<file path="config.mk">
export PLATFORM = sky130hd
export DESIGN_NAME = bus_region_decoder
export DESIGN_NICKNAME = d
export VERILOG_FILES = /design/src/rtl/brd_pkg.sv /design/src/rtl/brd_region_map.sv /design/src/rtl/brd_lane.sv /design/src/rtl/brd_seq.sv /design/src/rtl/bus_region_decoder.sv
export SDC_FILE = /design/constraint.sdc
export NUM_CORES = 1
export LEC_CHECK = 0
export ABC_AREA = 1
export CORE_MARGIN = 2
export CORE_UTILIZATION = 38
export DETAILED_ROUTE_END_ITERATION = 10
export PLACE_DENSITY_LB_ADDON = 0.2
export RECOVER_POWER = 100
export REMOVE_ABC_BUFFERS = 1
export SETUP_SLACK_MARGIN = 0.3
export SLEW_MARGIN = 10
export SYNTH_ARGS = -nofsm -noshare
export SYNTH_HDL_FRONTEND = slang
export SYNTH_SLANG_ARGS = --single-unit
</file>
<file path="constraint.sdc">
create_clock -name clk -period 1.3 [get_ports clk]
set_input_delay 0.13 -clock clk [delete_from_list [all_inputs] [get_ports clk]]
set_output_delay 0.13 -clock clk [all_outputs]
set_load 0.02 [all_outputs]
</file>
<file path="src/rtl/brd_pkg.sv">
package brd_pkg;
  localparam int N_TGT = 10;
  localparam int T_BOOT = 0;
  localparam int T_SYS  = 1;
  localparam int T_VID  = 2;
  localparam int T_PAL  = 3;
  localparam int T_CART = 4;
  localparam int T_FB   = 5;
  localparam int T_SD   = 6;
  localparam int T_DA0  = 7;
  localparam int T_DA1  = 8;
  localparam int T_PER  = 9;

  localparam logic [4:0] REG_DA  = 5'h18;
  localparam logic [4:0] REG_PER = 5'h1F;

  typedef enum logic [1:0] {ST_IDLE, ST_ISSUE, ST_WAIT, ST_DONE} state_e;

  typedef struct packed {
    logic [31:0] addr;
    logic        write;
    logic [1:0]  size;
    logic [31:0] wdata;
    logic        cpu;
  } req_t;

  function automatic int max_int(input int a, input int b);
    return (a > b) ? a : b;
  endfunction
endpackage

</file>
<file path="src/rtl/brd_region_map.sv">
module brd_region_map
  import brd_pkg::*;
#(
  parameter int BOOT_AW = 14,
  parameter int REG_AW  = 8,
  parameter int PAL_AW  = 9,
  parameter int CART_AW = 22,
  parameter int FB_AW   = 17,
  parameter int SD_AW   = 18,
  parameter int DA_AW   = 12,
  parameter int PER_AW  = 9,
  parameter int OFFS_W  = 22
) (
  input  logic [31:0]       addr,
  input  logic              write,
  input  logic              cpu,
  output logic [N_TGT-1:0]  sel,
  output logic [OFFS_W-1:0] offs,
  output logic              periph
);
  localparam int AW [N_TGT] = '{BOOT_AW, REG_AW, REG_AW, PAL_AW, CART_AW,
                                FB_AW, SD_AW, DA_AW, DA_AW, PER_AW};

  logic [4:0] region;
  logic [9:0] sub;
  logic [OFFS_W-1:0] masked [N_TGT];
  logic unused_addr;

  assign region = {addr[31:29], addr[26:25]};
  assign sub    = addr[17:8];
  assign periph = (region == REG_PER);
  assign unused_addr = ^{addr[28:27]};

  // first level on the region index, second level inside chip select 0
  always_comb begin
    sel = '0;
    if (region[4:3] == 2'b00) begin
      unique case (region[1:0])
        2'd0: begin
          if (sub == 10'h040)                                     sel[T_SYS]  = 1'b1;
          else if (sub == 10'h041)                                sel[T_VID]  = 1'b1;
          else if (write ? (sub[9:1] == 9'h021) : (sub == 10'h042)) sel[T_PAL] = 1'b1;
          else if (!write)                                        sel[T_BOOT] = 1'b1;
        end
        2'd1: if (!write) sel[T_CART] = 1'b1;
        2'd2: sel[T_FB] = 1'b1;
        default: sel[T_SD] = 1'b1;
      endcase
    end else if (region == REG_DA) begin
      if (cpu) sel[T_DA1] = 1'b1;
      else     sel[T_DA0] = 1'b1;
    end else if (region == REG_PER) begin
      sel[T_PER] = 1'b1;
    end
  end

  for (genvar g = 0; g < N_TGT; g++) begin : g_mask
    localparam logic [OFFS_W-1:0] MASK = OFFS_W'((64'd1 << AW[g]) - 64'd1);
    assign masked[g] = addr[OFFS_W-1:0] & MASK;
  end

  always_comb begin
    offs = '0;
    for (int i = 0; i < N_TGT; i++)
      if (sel[i]) offs = offs | masked[i];
  end
endmodule

</file>
<file path="src/rtl/brd_lane.sv">
module brd_lane (
  input  logic [1:0]  size,
  input  logic        a0,
  input  logic        half,
  input  logic        wide,
  input  logic [31:0] wdata,
  input  logic [31:0] rdata,
  input  logic [31:0] acc,
  output logic [1:0]  be,
  output logic [31:0] tgt_wdata,
  output logic [31:0] acc_next
);
  // big-endian: even byte address lives on bits 15:8
  always_comb begin
    if (wide) begin
      be        = 2'b11;
      tgt_wdata = wdata;
      acc_next  = rdata;
    end else if (size[1]) begin
      be        = 2'b11;
      tgt_wdata = {16'h0, half ? wdata[15:0] : wdata[31:16]};
      acc_next  = half ? {acc[31:16], rdata[15:0]} : {rdata[15:0], acc[15:0]};
    end else if (size[0]) begin
      be        = 2'b11;
      tgt_wdata = {16'h0, wdata[15:0]};
      acc_next  = {16'h0, rdata[15:0]};
    end else begin
      be        = a0 ? 2'b01 : 2'b10;
      tgt_wdata = {16'h0, wdata[7:0], wdata[7:0]};
      acc_next  = {24'h0, a0 ? rdata[7:0] : rdata[15:8]};
    end
  end
endmodule

</file>
<file path="src/rtl/brd_seq.sv">
module brd_seq
  import brd_pkg::*;
#(
  parameter int LAT = 2,
  localparam int CNT_W = $clog2(LAT + 1)
) (
  input  logic        clk,
  input  logic        rst_n,
  input  logic        req_valid,
  input  req_t        req_in,
  input  logic        mapped,
  input  logic        split,
  input  logic [31:0] acc_next,
  output logic        req_ready,
  output logic        rsp_valid,
  output logic        strobe,
  output req_t        q,
  output logic        half,
  output logic [31:0] acc
);
  state_e           state;
  logic [CNT_W-1:0] cnt;

  assign req_ready = (state == ST_IDLE);
  assign rsp_valid = (state == ST_DONE);
  assign strobe    = (state == ST_ISSUE) && mapped;

  always_ff @(posedge clk) begin
    if (!rst_n) begin
      state <= ST_IDLE;
      q     <= '0;
      half  <= 1'b0;
      cnt   <= '0;
      acc   <= '0;
    end else begin
      unique case (state)
        ST_IDLE: if (req_valid) begin
          q     <= req_in;
          half  <= 1'b0;
          acc   <= '0;
          state <= ST_ISSUE;
        end
        ST_ISSUE: begin
          cnt   <= '0;
          state <= mapped ? ST_WAIT : ST_DONE;
        end
        ST_WAIT: begin
          if (cnt == CNT_W'(LAT - 1)) begin
            if (!q.write) acc <= acc_next;
            if (split && !half) begin
              half  <= 1'b1;
              state <= ST_ISSUE;
            end else begin
              state <= ST_DONE;
            end
          end else begin
            cnt <= cnt + 1'b1;
          end
        end
        default: state <= ST_IDLE;
      endcase
    end
  end

  p_strobe_gap_r11: assert property (@(posedge clk) disable iff (!rst_n)
    strobe |=> !strobe);
  p_rsp_pulse_r12: assert property (@(posedge clk) disable iff (!rst_n)
    rsp_valid |=> !rsp_valid);
endmodule

</file>
<file path="src/rtl/bus_region_decoder.sv">
module bus_region_decoder
  import brd_pkg::*;
#(
  parameter int LAT     = 2,
  parameter int BOOT_AW = 14,
  parameter int REG_AW  = 8,
  parameter int PAL_AW  = 9,
  parameter int CART_AW = 22,
  parameter int FB_AW   = 17,
  parameter int SD_AW   = 18,
  parameter int DA_AW   = 12,
  parameter int PER_AW  = 9,
  localparam int OFFS_W = max_int(max_int(max_int(BOOT_AW, REG_AW), max_int(PAL_AW, CART_AW)),
                                  max_int(max_int(FB_AW, SD_AW), max_int(DA_AW, PER_AW)))
) (
  input  logic              clk,
  input  logic              rst_n,
  input  logic              req_valid,
  output logic              req_ready,
  input  logic [31:0]       req_addr,
  input  logic [1:0]        req_size,
  input  logic              req_write,
  input  logic [31:0]       req_wdata,
  input  logic              req_cpu,
  output logic              rsp_valid,
  output logic [31:0]       rsp_rdata,
  output logic              tgt_strobe,
  output logic [N_TGT-1:0]  tgt_sel,
  output logic [OFFS_W-1:0] tgt_offs,
  output logic              tgt_write,
  output logic [1:0]        tgt_be,
  output logic              tgt_wide,
  output logic [31:0]       tgt_wdata,
  output logic              tgt_cpu,
  input  logic [31:0]       tgt_rdata
);
  req_t              req_in, q;
  logic              half, periph, mapped, split, wide;
  logic [31:0]       cyc_addr, acc, acc_next;
  logic [OFFS_W-1:0] map_offs;

  assign req_in = '{addr: req_addr, write: req_write, size: req_size,
                    wdata: req_wdata, cpu: req_cpu};

  // word accesses walk the two halfwords of the aligned word
  assign cyc_addr = q.size[1] ? {q.addr[31:2], half, 1'b0} : q.addr;
  assign wide     = q.size[1] && periph;
  assign split    = q.size[1] && !periph;
  assign mapped   = |tgt_sel;

  brd_seq #(.LAT(LAT)) u_seq (
    .clk(clk), .rst_n(rst_n), .req_valid(req_valid), .req_in(req_in),
    .mapped(mapped), .split(split), .acc_next(acc_next),
    .req_ready(req_ready), .rsp_valid(rsp_valid), .strobe(tgt_strobe),
    .q(q), .half(half), .acc(acc)
  );

  brd_region_map #(
    .BOOT_AW(BOOT_AW), .REG_AW(REG_AW), .PAL_AW(PAL_AW), .CART_AW(CART_AW),
    .FB_AW(FB_AW), .SD_AW(SD_AW), .DA_AW(DA_AW), .PER_AW(PER_AW), .OFFS_W(OFFS_W)
  ) u_map (
    .addr(cyc_addr), .write(q.write), .cpu(q.cpu),
    .sel(tgt_sel), .offs(map_offs), .periph(periph)
  );

  brd_lane u_lane (
    .size(q.size), .a0(q.addr[0]), .half(half), .wide(wide),
    .wdata(q.wdata), .rdata(tgt_rdata), .acc(acc),
    .be(tgt_be), .tgt_wdata(tgt_wdata), .acc_next(acc_next)
  );

  assign tgt_offs  = map_offs & ~OFFS_W'(wide ? 2'd3 : 2'd1);
  assign tgt_write = q.write;
  assign tgt_cpu   = q.cpu;
  assign tgt_wide  = wide;
  assign rsp_rdata = acc;

  p_sel_onehot_r2: assert property (@(posedge clk) disable iff (!rst_n)
    tgt_strobe |-> $countones(tgt_sel) == 1);
  p_rom_write_blocked_r5: assert property (@(posedge clk) disable iff (!rst_n)
    (tgt_strobe && tgt_write) |-> !(tgt_sel[T_BOOT] || tgt_sel[T_CART]));
  p_wide_periph_r10: assert property (@(posedge clk) disable iff (!rst_n)
    (tgt_strobe && tgt_wide) |-> tgt_sel[T_PER]);
  p_offs_even_r8: assert property (@(posedge clk) disable iff (!rst_n)
    tgt_strobe |-> !tgt_offs[0]);
  p_ready_quiet_r12: assert property (@(posedge clk) disable iff (!rst_n)
    req_ready |-> (!tgt_strobe && !rsp_valid));
endmodule

</file>
==> results.ini, run 1 <==
[outcome]
status=complete, but fails checks
violations=negative setup slack

[detailed_routing]
wire_per_inst_um=20.75
num_vias=6596
dr.first_iter.drc_count=553
wirelength_um=24940
via_per_inst=5.488
route.detailed.drc=0
detail-route-antenna-nets=0
first_pass_iters=6

[sta]
fin_skew_ns=0.01059
setup_viol=165
worst_slew_pin_slew_ns=0.7743
slew_headroom_pct=48.38
fin_ws_ns=-0.8115
fin_crit_sh_pct=162.4
rsz0062_at_grt=yes
hold_viol_final=0
slew_viol_final=0
finalCriticalPeriod_ns=2.112
holdWs_ns=0.3054
timing.fmax_mhz=473.6

[logic_synthesis]
synth-edff-count=0
syn_inst=706
synth_top_area_cell=dfxtp_1
yosys_warnings=0
syn_avg_cell_area_sq_um=6.706
syn-cell-area_sq_mm=0.004735
synth.area.top_cells=dfxtp_1 (42%), nand2_1 (11%), o21ai_0 (10%), nor2_1 (8.6%), a21oi_1 (8.5%)
ys_top_cells_by_count=nand2_1 (140), nor2_1 (108), dfxtp_1 (100)
synth_async_sr_flop_share_pct=0
yosysMostFrequentCell=nand2_1
ys_types=31
synthFlopType=dfxtp_1
synth_top_area_share_pct=42.28
ys_seq_area_share_pct=42.28
ys_ff_latch=100

[power]
power.density_mw_per_mm2=1890
swShare_pct=44.24
total_power_mw=19.52
power_frac_comb_pct=63.4
p_switching_mw=8.635
power_leakage_nw=4.198
pwr-share-clk_pct=13.8
p_seq_share_pct=22.8
peakVddDrop_mv=0.9604
p_int_mw=10.88

[finish]
area_delta_synth_final_pct=118.2
drive_gt1_share_pct=55.13
fin_cells=1202
final_cell_area_sq_mm=0.01033
final_nets=1133
diodes=0

[setup_path]
crit_required_ns=1.17
arrival_ns=1.98
endpoint_kind=output pin
cp-start-kind=flop
criticalPathCategory=flop to output pin
cp_max_fo=8

[grt]
grt_start_max_net_pins=40
met1_usage_pct=33.39
grt_pass1_vias=6505
antenna_found_initial=0
grt_use_met2_pct=53.68
grt_use_met3_pct=6.904
top_usage_layer=met2
grt_pass1_wl_um=31350
grt-ovfl-total=0
grtUsageTotal_pct=29.84

[floorplan]
ioPinCount=207
die_w_um=115.6
initial_core_util_pct=39.09
dieArea_sq_mm=0.01337
core_sq_mm=0.01211
die_y_um=115.6
num_rows=40

[placed_design]
placed_area_sq_mm=0.007432
dp_hpwl_um=11650
portBuffers=200
place_ws_ns=-0.9651
place.gp.congestion=0.8596
dpl.cell_count=1109

[clock_tree]
cts_tree=built
insertion_delay_ns=0.36
clkSlewWorstSetupHoldPaths_ns=0.07
clock-root-buffer=clkbuf_16
hold_buffers=0
cts_made_buffers=9
cts_buffer_depth=2
h-tree-depth=3
cts.sinks=100

[min_path]
hp-class=input port to flop

[job]
drv_cap=0

[kinds of logic (layout without fill, tap and decap cells)]
group / Yosys count / count (layout) / synth area share (%)
simple gates: 302 / 303 / 26.88
compound gates: 189 / 189 / 20.64
buf+inv: 113 / 440 / 9.857
other cells: 1 / 1 / 0.07921
fa+ha+maj: 1 / 1 / 0.2642
flops: 100 / 100 / 42.28
[metrics by stage]
| stage | setup TNS, ns | utilization [%] |
|---|---|---|
| finish | -64.05 | 85.28 |
| floorplan | -89.46 | - |
| global placement | -53.22 | 61.36 |
| global route | -69.92 | 85.28 |
| detailed placement | -58.39 | 61.36 |
| CTS | -47.13 | 76.75 |
[path summary, 6_finish.rpt]
| path | startpoint | end | slack (ns) | cells past startpoint |
|---|---|---|---|---|
| worst max register to register | u_seq.q[66] | u_seq.acc[7] | -0.62 | 14 |
| worst max-delay path | u_seq.q[50] | tgt_offs[2] | -0.81 | 11 |
| worst min-delay path | rst_n | u_seq.cnt[1] | 0.31 | 4 |
| worst min register to register | u_seq.q[42] | u_seq.q[42] | 0.46 | 2 |
[worst max-delay path, cell delays in order (launching register included)]
cell and delay (ns):
dfxtp_1 0.39, nand2_2 0.09, nor2_4 0.20, nand3_2 0.13, nand2_4 0.11, nand2_4 0.06, nor2_4 0.10, nor2_2 0.06
nand2_2 0.11, inv_4 0.08, nor2_1 0.13, buf_4 0.16
[routing by layer]
| metal | routed length [um] | vias to the layer above |
|---|---|---|
| met5 | 0 | - |
| met3 | 1797 | 108 |
| met1 | 9183 | 3149 |
| li1 | - | 2942 |
| met4 | 1335 | 0 |
| met2 | 12620 | 397 |
[repair_timing]
item,CTS,global route
pin swaps,52,67
setup buffers,39,21
gates cloned,17,0
setup endpoints to repair,203,191
resized for setup,930,247
[layout make-up]
class	count	area (sq um)
clock inverters	1	5.005
inverters	73	311.5
flip-flops and latches	100	2053
repair buffers	351	3769
multi-input cells	494	3702
clock buffers	15	277.8
well taps	168	210.2
fillers	647	1783
[registers in the layout, indices dropped and copies added, names as in the netlist]
name	cells
u_seq.q	63
u_seq.acc	32
u_seq.cnt	2
u_seq.state	2
u_seq.half	1
[power by group through the flow]
stage	sequential, mW	combinational [mW]	clock, mW
after floorplan	4.16	3.31	0
final	4.46	12.4	2.69
after global routing	4.49	12.9	2.78
after CTS	4.21	9.82	2.62
after detailed placement	4.13	6.86	0
after global placement	4.10	6.75	0
[cell usage in the layout, fill, tap and decap left out, types with 17 or more instances in the layout]
cell type,count
nand2_4,27
nor2_4,54
buf_6,115
inv_2,19
a21oi_1,43
buf_4,76
o21ai_2,58
nor2_1,41
nor2_2,20
nand3_1,19
dfxtp_1,75
dfxtp_2,17
inv_1,44
a21oi_2,37
clkdlybuf4s50_1,96
nand2_1,97
o21ai_4,20
nand2_2,23
No activity file was read; power rests on OpenSTA's default activity.
==> run 2: changes to the inputs <==
--- a/config.mk
+++ b/config.mk
@@ -17,3 +17,4 @@
 export SYNTH_ARGS = -nofsm -noshare
 export SYNTH_HDL_FRONTEND = slang
 export SYNTH_SLANG_ARGS = --single-unit
+export TNS_END_PERCENT = 100
==> results of run 2 <==
Same layout as run 1: the final DEF is identical, and so are final timing and power.
==> run 3: changes to the inputs <==
==> constraint.sdc (replaced) <==
create_clock -name clk -period 1.3 [get_ports clk]
set_input_delay 0.13 -clock clk [delete_from_list [all_inputs] [get_ports clk]]
set_output_delay 0.13 -clock clk [all_outputs]
set_load 0.005 [all_outputs]
==> run 3 against run 2 <==
Compared with the run above:
- global-route usage decreased by 3.2 points
- the run still ends with negative setup slack left
- via count down 1.0%
- critical path type unchanged
- critical endpoint unchanged
- largest power group unchanged
- clock power is 7.4% lower
- register-to-register slack got worse by 0.13 ns
- setup slack better by 0.023 ns
- largest cell class unchanged
- clock-buffer cell count down 4
- final area shrank 5.2%
- fmax increased by 1.1%
- sequential share of layout area grew 1.0 points
==> results.ini, run 3 (synthesis gave the netlist of run 1 again) <==
[outcome]
status=complete, but fails checks
violations=negative setup slack

[clock_tree]
cts_made_buffers=9
insertion_delay_ns=0.35
cts_tree=built
cts.sinks=100
cts_buffer_depth=2
h-tree-depth=3
clkSlewWorstSetupHoldPaths_ns=0.07
clock-root-buffer=clkbuf_16

[job]
drv_cap=0

[grt]
grt_pass1_vias=5898
antenna_found_initial=0
grt_start_max_net_pins=40
grt_pass1_wl_um=28170
grtUsageTotal_pct=26.64
grt-ovfl-total=0

[sta]
rsz0062_at_grt=yes
timing.fmax_mhz=478.8
slew_headroom_pct=54.97
fin_ws_ns=-0.7885
worst_slew_pin_slew_ns=0.6754
slew_viol_final=0
hold_viol_final=0
fin_skew_ns=0.007299
setup_viol=166
fin_crit_sh_pct=160.7
finalCriticalPeriod_ns=2.089

[floorplan]
die_w_um=115.6
die_y_um=115.6
initial_core_util_pct=39.09
num_rows=40
dieArea_sq_mm=0.01337
core_sq_mm=0.01211
ioPinCount=207

[detailed_routing]
wirelength_um=23210
num_vias=6530
wire_per_inst_um=19.04
first_pass_iters=6
dr.first_iter.drc_count=392
via_per_inst=5.357
route.detailed.drc=0
detail-route-antenna-nets=0

[finish]
diodes=0
final_nets=1151
reg_top3=u_seq.q (63), u_seq.acc (32)
mostFrequentLayoutCells=nand2_1 (106), clkdlybuf4s50_1 (96), buf_2 (84), dfxtp_1 (81), buf_4 (73)
largest_register_ff_count=63
area_delta_synth_final_pct=106.8
final_common_cell=nand2_1
largest-register=u_seq.q
drive_gt1_share_pct=53.00
final_util_pct=80.86

[setup_path]
r2r_start=u_seq.q[66]
endpoint_kind=output pin
criticalPathCategory=flop to output pin
crit_required_ns=1.17
cp-start-kind=flop
cp-startpoint=u_seq.q[52]
arrival_ns=1.96
cp_max_fo=8

[min_path]
hp-class=input port to flop
min-delay-start=rst_n

[placed_design]
place.gp.congestion=0.8537
dp_hpwl_um=11780
portBuffers=200

[power]
peakVddDrop_mv=0.9187
power.density_mw_per_mm2=1876
total_power_mw=18.37
power_leakage_nw=4.180

==> run 3: timing repair <==
action,4_1_cts,5_1_grt
buffers inserted,55,24
hold buffers,0,0
gates cloned,4,10
setup endpoints to repair,203,180
resized for setup,609,345
pin swaps,49,66
==> run 3: worst paths after layout <==
path              slack [ns]  depth (start not counted)              to
setup / recovery       -0.79                         13     tgt_offs[2]
hold / removal          0.29                          4  u_seq.state[1]
setup reg to reg       -0.75                         14  u_seq.state[0]
hold reg to reg         0.46                          2   u_seq.acc[20]
==> run 3: critical path, cell delays in order (launching register included) <==
cell and delay, ns:
dfxtp_2 0.35, nor2_4 0.15, buf_6 0.11, nand2_2 0.04, nor2_2 0.12, nand2_1 0.08, nand2_2 0.08, nand2_2 0.06
nor2_4 0.11, nor2_2 0.07, nand2_4 0.09, inv_4 0.07, nor2_1 0.13, buf_2 0.14
==> run 3: final cells by class <==
| class | count | area (sq um) |
|---|---|---|
| clock buffers | 11 | 232.7 |
| multi-input cells | 493 | 3433 |
| inverters | 73 | 316.6 |
| clock inverters | 4 | 27.53 |
| well taps | 168 | 210.2 |
| fillers | 769 | 2318 |
| flip-flops and latches | 100 | 2046 |
| repair buffers | 370 | 3527 |
==> run 3: routing by layer <==
metal  wire length, um  global-route usage (%)  vias up
met2             11790                   47.33      361
li1                  -                       -     2960
met5                 0                       0        -
met3              1619                   6.381      110
met4              1336                   13.17        0
met1              8465                   29.84     3099
==> run 3: power breakdown <==
part,total [mW],internal (mW),switching [mW],leakage [nW]
registers,4.38,3.80,0.584,0.829
clock network,2.49,1.29,1.20,0.118
logic,11.5,5.59,5.91,3.23
==> run 3: stage by stage <==
step	worst slack (ns)	setup TNS [ns]	cells	hold slack [ns]	area [sq um]
after global placement	-0.7251	-46.69	1111	0.4402	7447
after floorplan	-0.8567	-63.86	666	0.2657	4549
after global routing	-0.9118	-71.42	1219	0.3089	9793
after detailed placement	-0.8680	-53.47	1111	0.4475	7447
after CTS	-0.6709	-43.62	1185	0.2651	8378
final	-0.7885	-64.86	1219	0.2929	9793
